### src/rtl/mw_pkg.sv
// Shared types for the three-wire EEPROM responder.
// Assumes: opcode is the two bits that follow the start bit, MSB first.
package mw_pkg;
    typedef enum logic [1:0] {
        OP_SPECIAL = 2'b00,
        OP_WRITE   = 2'b01,
        OP_READ    = 2'b10,
        OP_ERASE   = 2'b11
    } mw_op_e;
endpackage

### src/rtl/mw_sync.sv
// Multi-stage synchroniser for a bundle of asynchronous inputs.
// Assumes: each input is held far longer than STAGES system clocks.
module mw_sync #(
    parameter int W      = 3,
    parameter int STAGES = 2
) (
    input  logic         clk,
    input  logic         rst_n,
    input  logic [W-1:0] d_i,
    output logic [W-1:0] q_o
);
    logic [W-1:0] stg [STAGES];

    // Shift the inputs through the flop chain.
    always_ff @(posedge clk) begin
        if (!rst_n) begin
            for (int i = 0; i < STAGES; i++) stg[i] <= '0;
        end else begin
            stg[0] <= d_i;
            for (int i = 1; i < STAGES; i++) stg[i] <= stg[i-1];
        end
    end

    assign q_o = stg[STAGES-1];
endmodule

### src/rtl/mw_edge.sv
// Edge finder for chip select and serial clock.
// Assumes: inputs already synchronised. The previous-level flops follow
// the inputs on every cycle and are cleared only by the system reset.
module mw_edge (
    input  logic clk,
    input  logic rst_n,
    input  logic cs_s,
    input  logic sk_s,
    output logic cs_prev,
    output logic sk_prev,
    output logic cs_rise,
    output logic sk_rise,
    output logic sk_fall
);
    // Remember last sampled levels; a protocol restart never touches these.
    always_ff @(posedge clk) begin
        if (!rst_n) begin
            cs_prev <= 1'b0;
            sk_prev <= 1'b0;
        end else begin
            cs_prev <= cs_s;
            sk_prev <= sk_s;
        end
    end

    // Derive single-cycle edge strobes.
    always_comb begin
        cs_rise = cs_s & ~cs_prev;
        sk_rise = sk_s & ~sk_prev;
        sk_fall = ~sk_s & sk_prev;
    end
endmodule

### src/rtl/mw_store.sv
// Word store with a parallel write port and an asynchronous read port.
// Assumes: contents are not reset; they are filled through the load port.
module mw_store #(
    parameter int ADDR_W = 6,
    parameter int DATA_W = 16
) (
    input  logic              clk,
    input  logic              wr_en,
    input  logic [ADDR_W-1:0] wr_addr,
    input  logic [DATA_W-1:0] wr_data,
    input  logic [ADDR_W-1:0] rd_addr,
    output logic [DATA_W-1:0] rd_data
);
    localparam int DEPTH = 1 << ADDR_W;

    logic [DATA_W-1:0] mem [DEPTH];

    // Write a word from the load port.
    always_ff @(posedge clk) begin
        if (wr_en) mem[wr_addr] <= wr_data;
    end

    assign rd_data = mem[rd_addr];
endmodule

### src/rtl/mw_proto.sv
// Command parser and read shifter.
// Assumes: edge strobes last one cycle. Only a read has an effect;
// other opcodes are parsed and dropped.
module mw_proto
    import mw_pkg::*;
#(
    parameter int ADDR_W = 6,
    parameter int DATA_W = 16
) (
    input  logic              clk,
    input  logic              rst_n,
    input  logic              cs_s,
    input  logic              di_s,
    input  logic              cs_rise,
    input  logic              sk_rise,
    input  logic              sk_fall,
    input  logic [DATA_W-1:0] rd_data,
    output logic [ADDR_W-1:0] rd_addr,
    output logic              reading,
    output logic [$clog2(ADDR_W+4)-1:0] in_cnt,
    output logic [$clog2(DATA_W+3)-1:0] out_cnt,
    output logic              do_o
);
    localparam int CMD_W  = ADDR_W + 2;
    localparam int CNT_W  = $clog2(ADDR_W + 4);
    localparam int OCNT_W = $clog2(DATA_W + 3);
    localparam logic [CNT_W-1:0]  DONE     = CNT_W'(CMD_W + 1);
    localparam logic [OCNT_W-1:0] OUT_LAST = OCNT_W'(DATA_W + 2);
    localparam logic [OCNT_W-1:0] FIRST_D  = OCNT_W'(2);
    localparam logic [OCNT_W-1:0] LAST_D   = OCNT_W'(DATA_W + 1);

    logic [CMD_W-1:0]  in_sr, n_sr;
    logic [CNT_W-1:0]  n_cnt;
    logic [OCNT_W-1:0] n_ocnt;
    logic              n_rd;
    logic [ADDR_W-1:0] n_addr;
    logic [OCNT_W-1:0] sel;
    logic [DATA_W-1:0] mask;

    // Next-state: restart on CS rise first, then the SK edges, all gated by CS.
    always_comb begin
        n_sr   = in_sr;
        n_cnt  = in_cnt;
        n_ocnt = out_cnt;
        n_rd   = reading;
        n_addr = rd_addr;
        if (cs_s) begin
            if (cs_rise) begin
                n_sr   = '0;
                n_cnt  = '0;
                n_ocnt = '0;
                n_rd   = 1'b0;
            end
            if (sk_rise) begin
                if (n_cnt == '0) begin
                    if (di_s) n_cnt = CNT_W'(1);
                end else if (n_cnt != DONE) begin
                    n_sr  = {n_sr[CMD_W-2:0], di_s};
                    n_cnt = n_cnt + CNT_W'(1);
                    if (n_cnt == DONE &&
                        mw_op_e'(n_sr[CMD_W-1 -: 2]) == OP_READ) begin
                        n_rd   = 1'b1;
                        n_addr = n_sr[ADDR_W-1:0];
                        n_ocnt = '0;
                    end
                end
            end
            if (sk_fall && n_ocnt != OUT_LAST) n_ocnt = n_ocnt + OCNT_W'(1);
        end
    end

    // Register the protocol state.
    always_ff @(posedge clk) begin
        if (!rst_n) begin
            in_sr   <= '0;
            in_cnt  <= '0;
            out_cnt <= '0;
            reading <= 1'b0;
            rd_addr <= '0;
        end else begin
            in_sr   <= n_sr;
            in_cnt  <= n_cnt;
            out_cnt <= n_ocnt;
            reading <= n_rd;
            rd_addr <= n_addr;
        end
    end

    // Pick the current data bit, MSB first, after the dummy slot.
    always_comb begin
        sel  = LAST_D - out_cnt;
        mask = DATA_W'(1) << sel;
        do_o = cs_s & reading & (out_cnt >= FIRST_D) & (out_cnt <= LAST_D)
             & (|(rd_data & mask));
    end
endmodule

### src/rtl/mw_eeprom_slave.sv
// Top of the three-wire EEPROM responder: synchroniser, edge finder,
// command parser and word store.
// Assumes: SK half-period spans at least four system clocks.
module mw_eeprom_slave #(
    parameter int ADDR_W = 6,
    parameter int DATA_W = 16,
    parameter int SYNC_N = 2
) (
    input  logic              clk,
    input  logic              rst_n,
    input  logic              cs_i,
    input  logic              sk_i,
    input  logic              di_i,
    output logic              do_o,
    input  logic              ld_en_i,
    input  logic [ADDR_W-1:0] ld_addr_i,
    input  logic [DATA_W-1:0] ld_data_i
);
    logic [2:0]        syn;
    logic              cs_s, sk_s, di_s;
    logic              cs_prev, sk_prev, cs_rise, sk_rise, sk_fall;
    logic [ADDR_W-1:0] rd_addr;
    logic [DATA_W-1:0] rd_data;
    logic              reading;
    logic [$clog2(ADDR_W+4)-1:0] in_cnt;
    logic [$clog2(DATA_W+3)-1:0] out_cnt;

    mw_sync #(.W(3), .STAGES(SYNC_N)) u_sync (
        .clk(clk), .rst_n(rst_n), .d_i({cs_i, sk_i, di_i}), .q_o(syn)
    );
    assign {cs_s, sk_s, di_s} = syn;

    mw_edge u_edge (
        .clk(clk), .rst_n(rst_n), .cs_s(cs_s), .sk_s(sk_s),
        .cs_prev(cs_prev), .sk_prev(sk_prev),
        .cs_rise(cs_rise), .sk_rise(sk_rise), .sk_fall(sk_fall)
    );

    mw_proto #(.ADDR_W(ADDR_W), .DATA_W(DATA_W)) u_proto (
        .clk(clk), .rst_n(rst_n), .cs_s(cs_s), .di_s(di_s),
        .cs_rise(cs_rise), .sk_rise(sk_rise), .sk_fall(sk_fall),
        .rd_data(rd_data), .rd_addr(rd_addr), .reading(reading),
        .in_cnt(in_cnt), .out_cnt(out_cnt), .do_o(do_o)
    );

    mw_store #(.ADDR_W(ADDR_W), .DATA_W(DATA_W)) u_store (
        .clk(clk), .wr_en(ld_en_i), .wr_addr(ld_addr_i), .wr_data(ld_data_i),
        .rd_addr(rd_addr), .rd_data(rd_data)
    );
endmodule

### config.mk
export PLATFORM = sky130hd
export DESIGN_NAME = mw_eeprom_slave
export DESIGN_NICKNAME = d
export VERILOG_FILES = /design/src/rtl/mw_pkg.sv /design/src/rtl/mw_sync.sv /design/src/rtl/mw_edge.sv /design/src/rtl/mw_store.sv /design/src/rtl/mw_proto.sv /design/src/rtl/mw_eeprom_slave.sv
export SDC_FILE = /design/constraint.sdc
export NUM_CORES = 1
export LEC_CHECK = 0
export ABC_AREA = 0
export ABC_CLOCK_PERIOD_IN_PS = 5200
export BUFFER_PORTS_ARGS = -buffer_cell sky130_fd_sc_hd__buf_4
export CORE_UTILIZATION = 50
export CTS_BUF_LIST = sky130_fd_sc_hd__clkbuf_8
export DETAILED_ROUTE_END_ITERATION = 10
export GPL_ROUTABILITY_DRIVEN = 0
export MAX_ROUTING_LAYER = met4
export PLACE_DENSITY = 0.65
export SETUP_SLACK_MARGIN = 0.02
export SLEW_MARGIN = 30
export SYNTH_ARGS = -nofsm -noshare
export SYNTH_HDL_FRONTEND = slang
export SYNTH_SLANG_ARGS = --single-unit
### constraint.sdc
create_clock -name clk -period 5.2 [get_ports clk]
set_clock_uncertainty 0.05 [all_clocks]
set_input_delay 0.26 -clock clk [delete_from_list [all_inputs] [get_ports clk]]
set_output_delay 0.26 -clock clk [all_outputs]
set_load 0.02 [all_outputs]
; Word level (Yosys, flattened, before mapping)
; Memory sizes are Yosys's and may differ from the RTL's. A register that Yosys moved wholly into a read port is not among the register bits.
; Index checks and enable logic that the tools add are counted.
[totals]
register_bits = 26
out_inout_bits = 1
mem_count = 2
ramBits = 1030
in_bits = 28
word_cells = 69
[op_classes]
bitwise_logic = 14
n_addsub = 3
reduce_logical = 5
shifts = 1
n_lt_le_gt_ge = 2
eq_ne = 4
muxes = 31
[mem_list]
columns = memory, words, width, rd, rd_ports_with_merged_regs, wr, line
row1 = u_store.mem, 64, 16, 1, 1, 1, mw_store.sv:16  ; logic [DATA_W-1:0] mem [DEPTH];
row2 = u_sync.stg, 2, 3, 2, 0, 2, mw_sync.sv:12  ; logic [W-1:0] stg [STAGES];
[op_table]
columns = cell, count
row1 = two-way mux 8 bit, 5
row2 = two-way mux 5 bit, 7
row3 = two-way mux 4 bit, 6
row4 = AND 16 bit, 1
row5 = OR reduction 16 bit, 1
row6 = << shifter 1 x 5 -> 16 bit (first input constant), 1
row7 = two-way mux 6 bit, 2
row8 = two-way mux 1 bit, 9
row9 = AND 1 bit, 7
row10 = two-way mux 3 bit, 2
row11 = adder 5 x 1 -> 5 bit (second input constant), 1
row12 = greater-or-equal comparator 5 x 2 -> 1 bit (second input constant), 1
row13 = less-or-equal comparator 5 bit (second input constant), 1
row14 = != test 5 bit (second input constant), 1
row15 = AND reduction 5 bit, 1
row16 = subtractor 5 bit (first input constant), 1
row17 = adder 4 x 1 -> 4 bit (second input constant), 1
row18 = == test 4 bit (second input constant), 1
row19 = logical NOT 4 bit, 1
row20 = != test 4 bit (second input constant), 1
row21 = inverter 1 bit, 4
row22 = == test 2 bit (second input constant), 1
row23 = logical AND 1 bit, 2
row24 = OR 1 bit, 2

; Logic depth before layout (Yosys ltp)
; Gate-level depths: netlist of run 1.
[logic_depth]
depth_word = 15
depth_mapped = 19
mapped_depth_nobuf = 17

; By module
; From an unflattened synthesis of run 1, not the netlist that was laid out.
[unflattened]
hier_cells = 2015
area_unflattened_um2 = 41428.5
[modules_own_cells]
columns = module, instances, cells_per_inst, area_each_um2, seq_area_each_um2
row1 = mw_store, 1, 1813, 39721.8, 30749.5
row2 = mw_proto, 1, 180, 1455.1, 460.4
row3 = mw_sync, 1, 15, 180.2, 120.1
row4 = mw_edge, 1, 7, 71.3, 40.0

; Worst setup path after synthesis of run 1
; OpenSTA, ideal clock, no wires.
[synth_path]
kind = register to output
start = register u_proto.out_cnt[1]
end = output port do_o
required_time_ps = 4890
path_stages_with_launch = 11
setup_slack_ps = 2112
path_buffers = 1
arrival_time_ps = 2778
cell_sequence = dfxtp_1 > clkbuf_1 > inv_1 > ha_1 > or3_1 > or2_1 > nor4_1 > a21boi_0 > nand4_1 > a221oi_1 > o32ai_1
[synth_via]
elab_chain_len = 5
word_cells_on_any_way = 9
cone_classes = 1 x add/sub / 2 x order compare / 1 x shift / 4 x bitwise / 1 x reduce/logical
[synth_rtl]
columns = item, line
row1 = start: declaration, mw_proto.sv:21  ; output logic [$clog2(DATA_W+3)-1:0] out_cnt,
row2 = start signal: assignment, mw_proto.sv:83  ; out_cnt <= n_ocnt;
row3 = subtractor 5 bit, mw_proto.sv:91  ; sel = LAST_D - out_cnt;
row4 = << shifter 1 x 5 -> 16 bit, mw_proto.sv:92  ; mask = DATA_W'(1) << sel;
row5 = AND 16 bit, mw_proto.sv:94  ; & (|(rd_data & mask));
row6 = OR reduction 16 bit, mw_proto.sv:94
row7 = AND 1 bit *, mw_proto.sv:94
row8 = end: declaration, mw_eeprom_slave.sv:14  ; output logic do_o,
; Every way passes the cells marked *; elsewhere a longest branch is shown, timed or not.

==> flow_metrics.tcl, run 1 <==
set metrics [dict create \
    finalCriticalPeriod_ns 5.06 \
    overflow 0 \
    syn_avg_cell_area_um2 20.8 \
    status "completed" \
    grt_max_degree 65 \
    register_area_mm2 0.0315 \
    ctsResizeCount 0 \
    cts_buffer_depth 3 \
    timing.fmax_mhz 198 \
    rsz0062_at_grt "false" \
    worst_pin_slew_ns 1.03 \
    clk_latency_ns 0.83 \
    design_area_mm2 0.0466 \
    track_usage_pct 26.8 \
    crit_path_end_kind "output port" \
    crit_path_start_kind "flip-flop" \
    setup_viol 0 \
    vias_per_cell 6.31 \
    irDropWorstVdd_uv 238 \
    min_period_over_period_pct 97.3 \
    crit_path_cell_trace "buf_4 -> mux4_2 -> mux4_2 -> nor2_1 -> a311oi_1 -> nor4_1 -> nand3_1 -> nand3b_1 -> o32ai_1 -> buf_4 -> buf_4" \
    synthesis.area_mm2 0.0414 \
    critPathTopFamily "compound AO/OA/AOI/OAI gates" \
    worst-path-buf-inv 3 \
    cpPeakStageDelay_ns 0.88 \
    cap_viol_max_count 0 \
    ant_nets 0 \
    cts_setup_buffers 0 \
    holdBufCountCts 29 \
    cp.arrival_ns 4.75 \
    synth-edff-count 1024 \
    synth_seq_cells 1061 \
    dr.pass1.iters 6 \
    die_area_mm2 0.0840 \
    syn_inst 1994 \
    antenna_found_initial 4 \
    drive_gt1_share_pct 25.9 \
    synth.area.top_cells "edfxtp_1 74%, mux4_2 13%, dfxtp_1 1.8%, mux2i_1 0.94%, nor2_1 0.86%" \
    synth_nets 2028 \
    numCtsBuffers 167 \
    fillers 6121 \
    place_area_mm2 0.0432 \
    rows 105 \
    grt_pass1_wl_um 155000 \
    port_buffers 28 \
    areaGrowthSynthToFinish_pct 12.6 \
    ys_warn_count 0 \
    p_leak_nw 14.5 \
    grt_pass1_vias 21600 \
    cts_sinks 1061 \
    start_util_pct 50.5 \
    cts.clk_slew.worst_paths_ns 0.07 \
    power_density_mw_per_mm2 352 \
    cp_max_fo 35 \
    final_hold_viol_count 0 \
    fin_setup_tns_ns 0 \
    wl_per_cell_um 31.4 \
    cpMostUsedCell "buf_4" \
    die_x_um 290 \
    netlist-cell-type-count 72 \
    worstHoldPathType "primary input to flip-flop" \
    cp.required_ns 4.89 \
    core_mm2 0.0820 \
    synth_ff_type "edfxtp_1" \
    root_buffer "clkbuf_8" \
    slowest_stage "dfxtp_2" \
    wirelength_um 108000 \
    slew-limit-headroom_pct 31.0 \
    dp_hpwl_um 64100 \
    via_count 21600 \
    netlist.area_leader.share_pct 74.2 \
    drcViolationCount 0 \
    maxSlewViolCount 0 \
    async_reset_ff_share_pct 0 \
    multi_input_comb_area_mm2 0.00915 \
    yosysTopAreaCell "edfxtp_1" \
    io_pins 29 \
    fp.dieH_um 290 \
    first_iter_violations 2818 \
    htreeDepth 4 \
    seq_area_frac_synth_pct 76.0 \
    crit_type "flip-flop to output port" \
    cts_tree "yes" \
    nets 2252 \
]
-- placed cells by master, fill, tap and decap left out, types with 7 or more instances in the layout --
master         synthesis  final
inv_1                  9     65
nor2b_1               28     27
clkinv_2               0     16
a22oi_1               44     44
a21boi_0              10     10
and2_1                15     15
clkbuf_8               0    169
clkinv_1               1     42
buf_12                 5     10
o21ai_0               17     16
nand4_1                9      9
a21oi_1               28     28
nor2_1                95     94
nand3_1               36     36
buf_4                 16    126
dlygate4sd3_1          0     29
nand2b_1              14     14
mux4_2               247    247
bufinv_16              0      7
o221ai_1              12     12
nand2_1               85     85
mux4_1                 8      8
mux2i_1               39     39
nor3_1                12     10
edfxtp_1            1024   1024
dfxtp_1               37     33
o22ai_1               20     20
-- routing by layer --
metal / global-route usage [%] / up-vias / share of wire [%]
li1: - / 8788 / -
met1: 36.4 / 11400 / 40
met2: 39.6 / 1218 / 47
met3: 6.18 / 237 / 9.4
met4: 10.9 / 0 / 3.7
met5: - / - / 0
-- registers in the layout, indices dropped and copies added (netlist names), named ones only --
signal / count
u_proto.in_sr: 7
u_store.mem: 1024
u_proto.reading: 1
u_proto.rd_addr: 6
u_edge.cs_prev: 1
u_sync.stg: 6
u_proto.out_cnt: 5
u_edge.sk_prev: 1
u_proto.in_cnt: 4
-- tightest hold or removal path, stage by stage --
cell and delay (ns):
buf_4 0.16, nand3_1 0.33, nor2_1 0.13
-- Yosys cell counts (6+ instances only) --
library cell and number:
clkbuf_1 39, nand2_1 85, ha_1 6, a21boi_0 10, mux4_2 247, nor2_1 95
mux4_1 8, buf_4 16, a211oi_1 6, nand3_1 36, nor2b_1 28, buf_6 22
edfxtp_1 1024, and2_1 15, a21oi_1 28, nand4_1 9, o221ai_1 12, o21ai_0 17
inv_1 9, dfxtp_1 37, mux2i_1 39, nor3_1 12, nand2b_1 14, buf_2 24
a22oi_1 44, o22ai_1 20
-- cell type report --
cell class / count / area share, %
Clock buffer: 169 / 4.99
Antenna cell: 6 / 0.0322
Clock inverter: 135 / 1.79
Inverter: 11 / 0.0885
Multi-Input combinational cell: 812 / 19.6
Timing Repair Buffer: 165 / 3.08
Sequential cell: 1061 / 67.5
Tap cell: 1070 / 2.87
-- power by group --
part	switching, mW	internal, mW	leakage, nW
registers	0.0156	9.43	9.51
clock network	3.30	3.42	1.81
logic	0.211	0.0576	3.15
-- stage by stage --
step	power (mW)	utilization [%]	setup slack, ns	hold slack (ns)	std cells
after CTS	16.5	56.9	0.213	0.0530	3423
final	16.4	56.9	0.141	0.145	3429
after global placement	9.85	52.7	1.21	0.369	3090
after global routing	16.9	56.9	0.101	0.131	3427
after detailed placement	9.87	52.7	1.15	0.385	3090
after floorplan	9.68	-	2.11	0.309	1994
-- cell families (layout without fill, tap and decap cells) --
| group | Yosys count | after routing | synth area share, % |
|---|---|---|---|
| flip-flops | 1061 | 1061 | 76.0 |
| AND/OR/NAND/NOR | 321 | 321 | 3.65 |
| multiplexers | 297 | 297 | 15.0 |
| AO/OA/AOI/OAI | 185 | 185 | 3.20 |
| buffers and inverters | 121 | 480 | 1.94 |
| adder cells (fa/ha/maj) | 6 | 6 | 0.181 |
| XOR/XNOR | 3 | 3 | 0.0634 |
| other | 0 | 6 | 0 |
-- path summary, 6_finish.rpt --
check	cells after the start	slack, ns	start	end
max reg2reg	17	1.05	u_sync.stg[0][5]$_SDFF_PN0_	u_proto.out_cnt[1]$_SDFFE_PN0P_
max	11	0.14	flip-flop	do_o
min reg2reg	1	0.38	u_sync.stg[0][0]$_SDFF_PN0_	u_sync.stg[0][3]$_SDFF_PN0_
min	3	0.14	ld_addr_i[1]	u_store.mem[10][15]$_DFFE_PP_
No activity file was read; power rests on OpenSTA's default activity.
==> run 2: changes to the inputs <==
--- a/config.mk
+++ b/config.mk
@@ -13,7 +13,7 @@
 export DETAILED_ROUTE_END_ITERATION = 10
 export GPL_ROUTABILITY_DRIVEN = 0
 export MAX_ROUTING_LAYER = met4
-export PLACE_DENSITY = 0.65
+export PLACE_DENSITY = 0.74
 export SETUP_SLACK_MARGIN = 0.02
 export SLEW_MARGIN = 30
 export SYNTH_ARGS = -nofsm -noshare
==> run 2 against run 1 <==
Compared with the run above: maximum frequency increased by 0.68%; sequential power hardly changed; flip-flop and latch count did not move; count of clock-buffer cells in the layout shrank 6; clock power is 4.3% lower; combinational power about the same; first-iteration DRC count rose by 9.2%; die area stayed put; non-clock buffer count fell by 2; cell count down 0.44%; critical path depth is 2 lower; power is 1.8% lower; largest cell class unchanged; largest power group unchanged; highest routed layer unchanged.
==> flow_metrics.tcl, run 2 (synthesis gave the netlist of run 1 again) <==
set metrics [dict create \
    min_period_over_period_pct 96.6 \
    top_register "u_store.mem" \
    die_x_um 290 \
    final_hold_viol_count 0 \
    cts.clk_slew.worst_paths_ns 0.07 \
    crit_path_end_kind "output port" \
    p_total_mw 16.1 \
    wirelength_um 103000 \
    dp_hpwl_um 60600 \
    fillers 5942 \
    ant_nets 0 \
    status "completed" \
    cap_viol_max_count 0 \
    fin_setup_tns_ns 0 \
    cp.required_ns 4.89 \
    grt_max_degree 65 \
    core_mm2 0.0820 \
    multi_input_comb_area_mm2 0.00916 \
    crit_type "flip-flop to output port" \
    crit_path_start_kind "flip-flop" \
    cp_max_fo 10 \
    worst_pin_slew_ns 1.16 \
    cpPeakStageDelay_ns 0.75 \
    vias_per_cell 6.41 \
    fp.dieH_um 290 \
    cts_buffer_depth 3 \
    grt_pass1_vias 21600 \
    numCtsBuffers 162 \
    internal_power_mw 12.7 \
    drcViolationCount 0 \
    final_core_util_pct 56.6 \
    final_common_cell "edfxtp_1" \
    worstHoldPathType "primary input to flip-flop" \
    antenna_found_initial 1 \
    rsz0062_at_grt "false" \
    cpMostUsedCell "nand4_1" \
    die_area_mm2 0.0840 \
    slowest_stage "nor3_1" \
    power_density_mw_per_mm2 347 \
    start_util_pct 50.5 \
    p_switching_mw 3.47 \
    track_usage_pct 25.4 \
    grt_pass1_wl_um 148000 \
    largest_reg_flops 1024 \
    cts_tree "yes" \
    nets 2245 \
    register_area_mm2 0.0315 \
    seq_power_share_pct 58.5 \
    clk_latency_ns 0.83 \
    rows 105 \
    port_buffers 28 \
    worst-path-buf-inv 2 \
    finalCriticalPeriod_ns 5.02 \
    io_pins 29 \
    sw_frac_of_total_pct 21.5 \
    wl_per_cell_um 30.3 \
    timing.fmax_mhz 199 \
    root_buffer "clkbuf_8" \
    slew-limit-headroom_pct 22.8 \
    critPathTopFamily "simple AND/OR/NAND/NOR gates" \
    areaGrowthSynthToFinish_pct 12.1 \
    setup_viol 0 \
    layout_common_cells "1024 x edfxtp_1, 247 x mux4_2, 163 x clkbuf_8, 129 x buf_4, 91 x nor2_1" \
    power.share.combinational_pct 1.7 \
    cts_sinks 1061 \
    p_clk_share_pct 39.8 \
    via_count 21900 \
    drive_gt1_share_pct 26.0 \
    crit_path_cell_trace "inv_1 -> ha_1 -> or3_1 -> nor3_1 -> nand4_1 -> nand4_1 -> a221oi_1 -> o32ai_2 -> buf_4" \
    htreeDepth 4 \
    reg_top3 "u_store.mem x1024, u_proto.in_sr x7" \
    p_leak_nw 14.4 \
    cp.arrival_ns 4.71 \
    overflow 0 \
    first_iter_violations 3078 \
    dr.pass1.iters 9 \
    irDropWorstVdd_uv 281 \
    maxSlewViolCount 0 \
]
run 2: area by class of cell:
type / instances / share of cell area (%)
repair buffers: 163 / 2.99
inverters: 11 / 0.0889
diodes: 2 / 0.0108
clock inverters: 132 / 1.62
multi-input cells: 812 / 19.7
well taps: 1070 / 2.88
flip-flops and latches: 1061 / 67.8
clock buffers: 163 / 4.83
run 2: worst reg2reg max path: stages (launching register included):
cell	delay, ns
dfxtp_1	0.67
nand2b_1	0.40
and2_1	0.31
inv_1	0.09
ha_1	0.24
nor2b_1	0.19
a31oi_1	0.07
o21a_1	0.28
a21oi_1	0.40
inv_1	0.16
nor2_1	0.14
ha_1	0.15
nand2_1	0.05
a211oi_1	0.26
a21oi_1	0.19
o21ai_0	0.30
o2bb2ai_1	0.15
and2_1	0.13
run 2: what timing repair did:
item | 4_1_cts | 5_1_grt
buffers inserted | 0 | 1
setup endpoints to repair | 0 | 1
gates resized for setup | 0 | 1
endpoints found under the hold margin | 1010 | 0
hold buffers | 26 | 0
run 2: worst paths after layout:
kind	slack, ns	startpoint	to	cells after the start
max	0.18	u_proto.out_cnt[1]$_SDFFE_PN0P_	do_o	9
min reg2reg	0.38	u_proto.rd_addr[2]$_SDFFE_PN0P_	flip-flop	2
min	0.13	ld_addr_i[4]	u_store.mem[26][5]$_DFFE_PP_	3
max reg2reg	0.89	u_sync.stg[0][5]$_SDFF_PN0_	u_proto.out_cnt[1]$_SDFFE_PN0P_	17
run 2: metal layers:
metal	vias to the layer above	GRT usage [%]	wire length [um]	part of all wire (%)
li1	8771	-	-	-
met1	11200	33.4	38900	38
met2	1564	38.0	48400	47
met3	324	6.66	11600	11
met4	0	10.4	4430	4.3
met5	-	-	0	0
run 2: power by group through the flow:
stage,logic [mW],registers (mW),clock network (mW)
finish,0.270,9.44,6.42
global route,0.282,9.44,6.85
CTS,0.267,9.44,6.52
detailed placement,0.251,9.62,0
global placement,0.235,9.62,0
floorplan,0.0607,9.62,0
run 2: metrics by stage:
stage / setup WS (ns) / cell area (um2) / cells / hold slack [ns]
after CTS: 0.180 / 46400 / 3411 / 0.0675
after detailed placement: 0.993 / 43100 / 3090 / 0.373
after global placement: 1.15 / 43100 / 3090 / 0.374
final: 0.175 / 46400 / 3414 / 0.132
after floorplan: 2.11 / 41400 / 1994 / 0.309
after global routing: 0.223 / 46400 / 3412 / 0.138
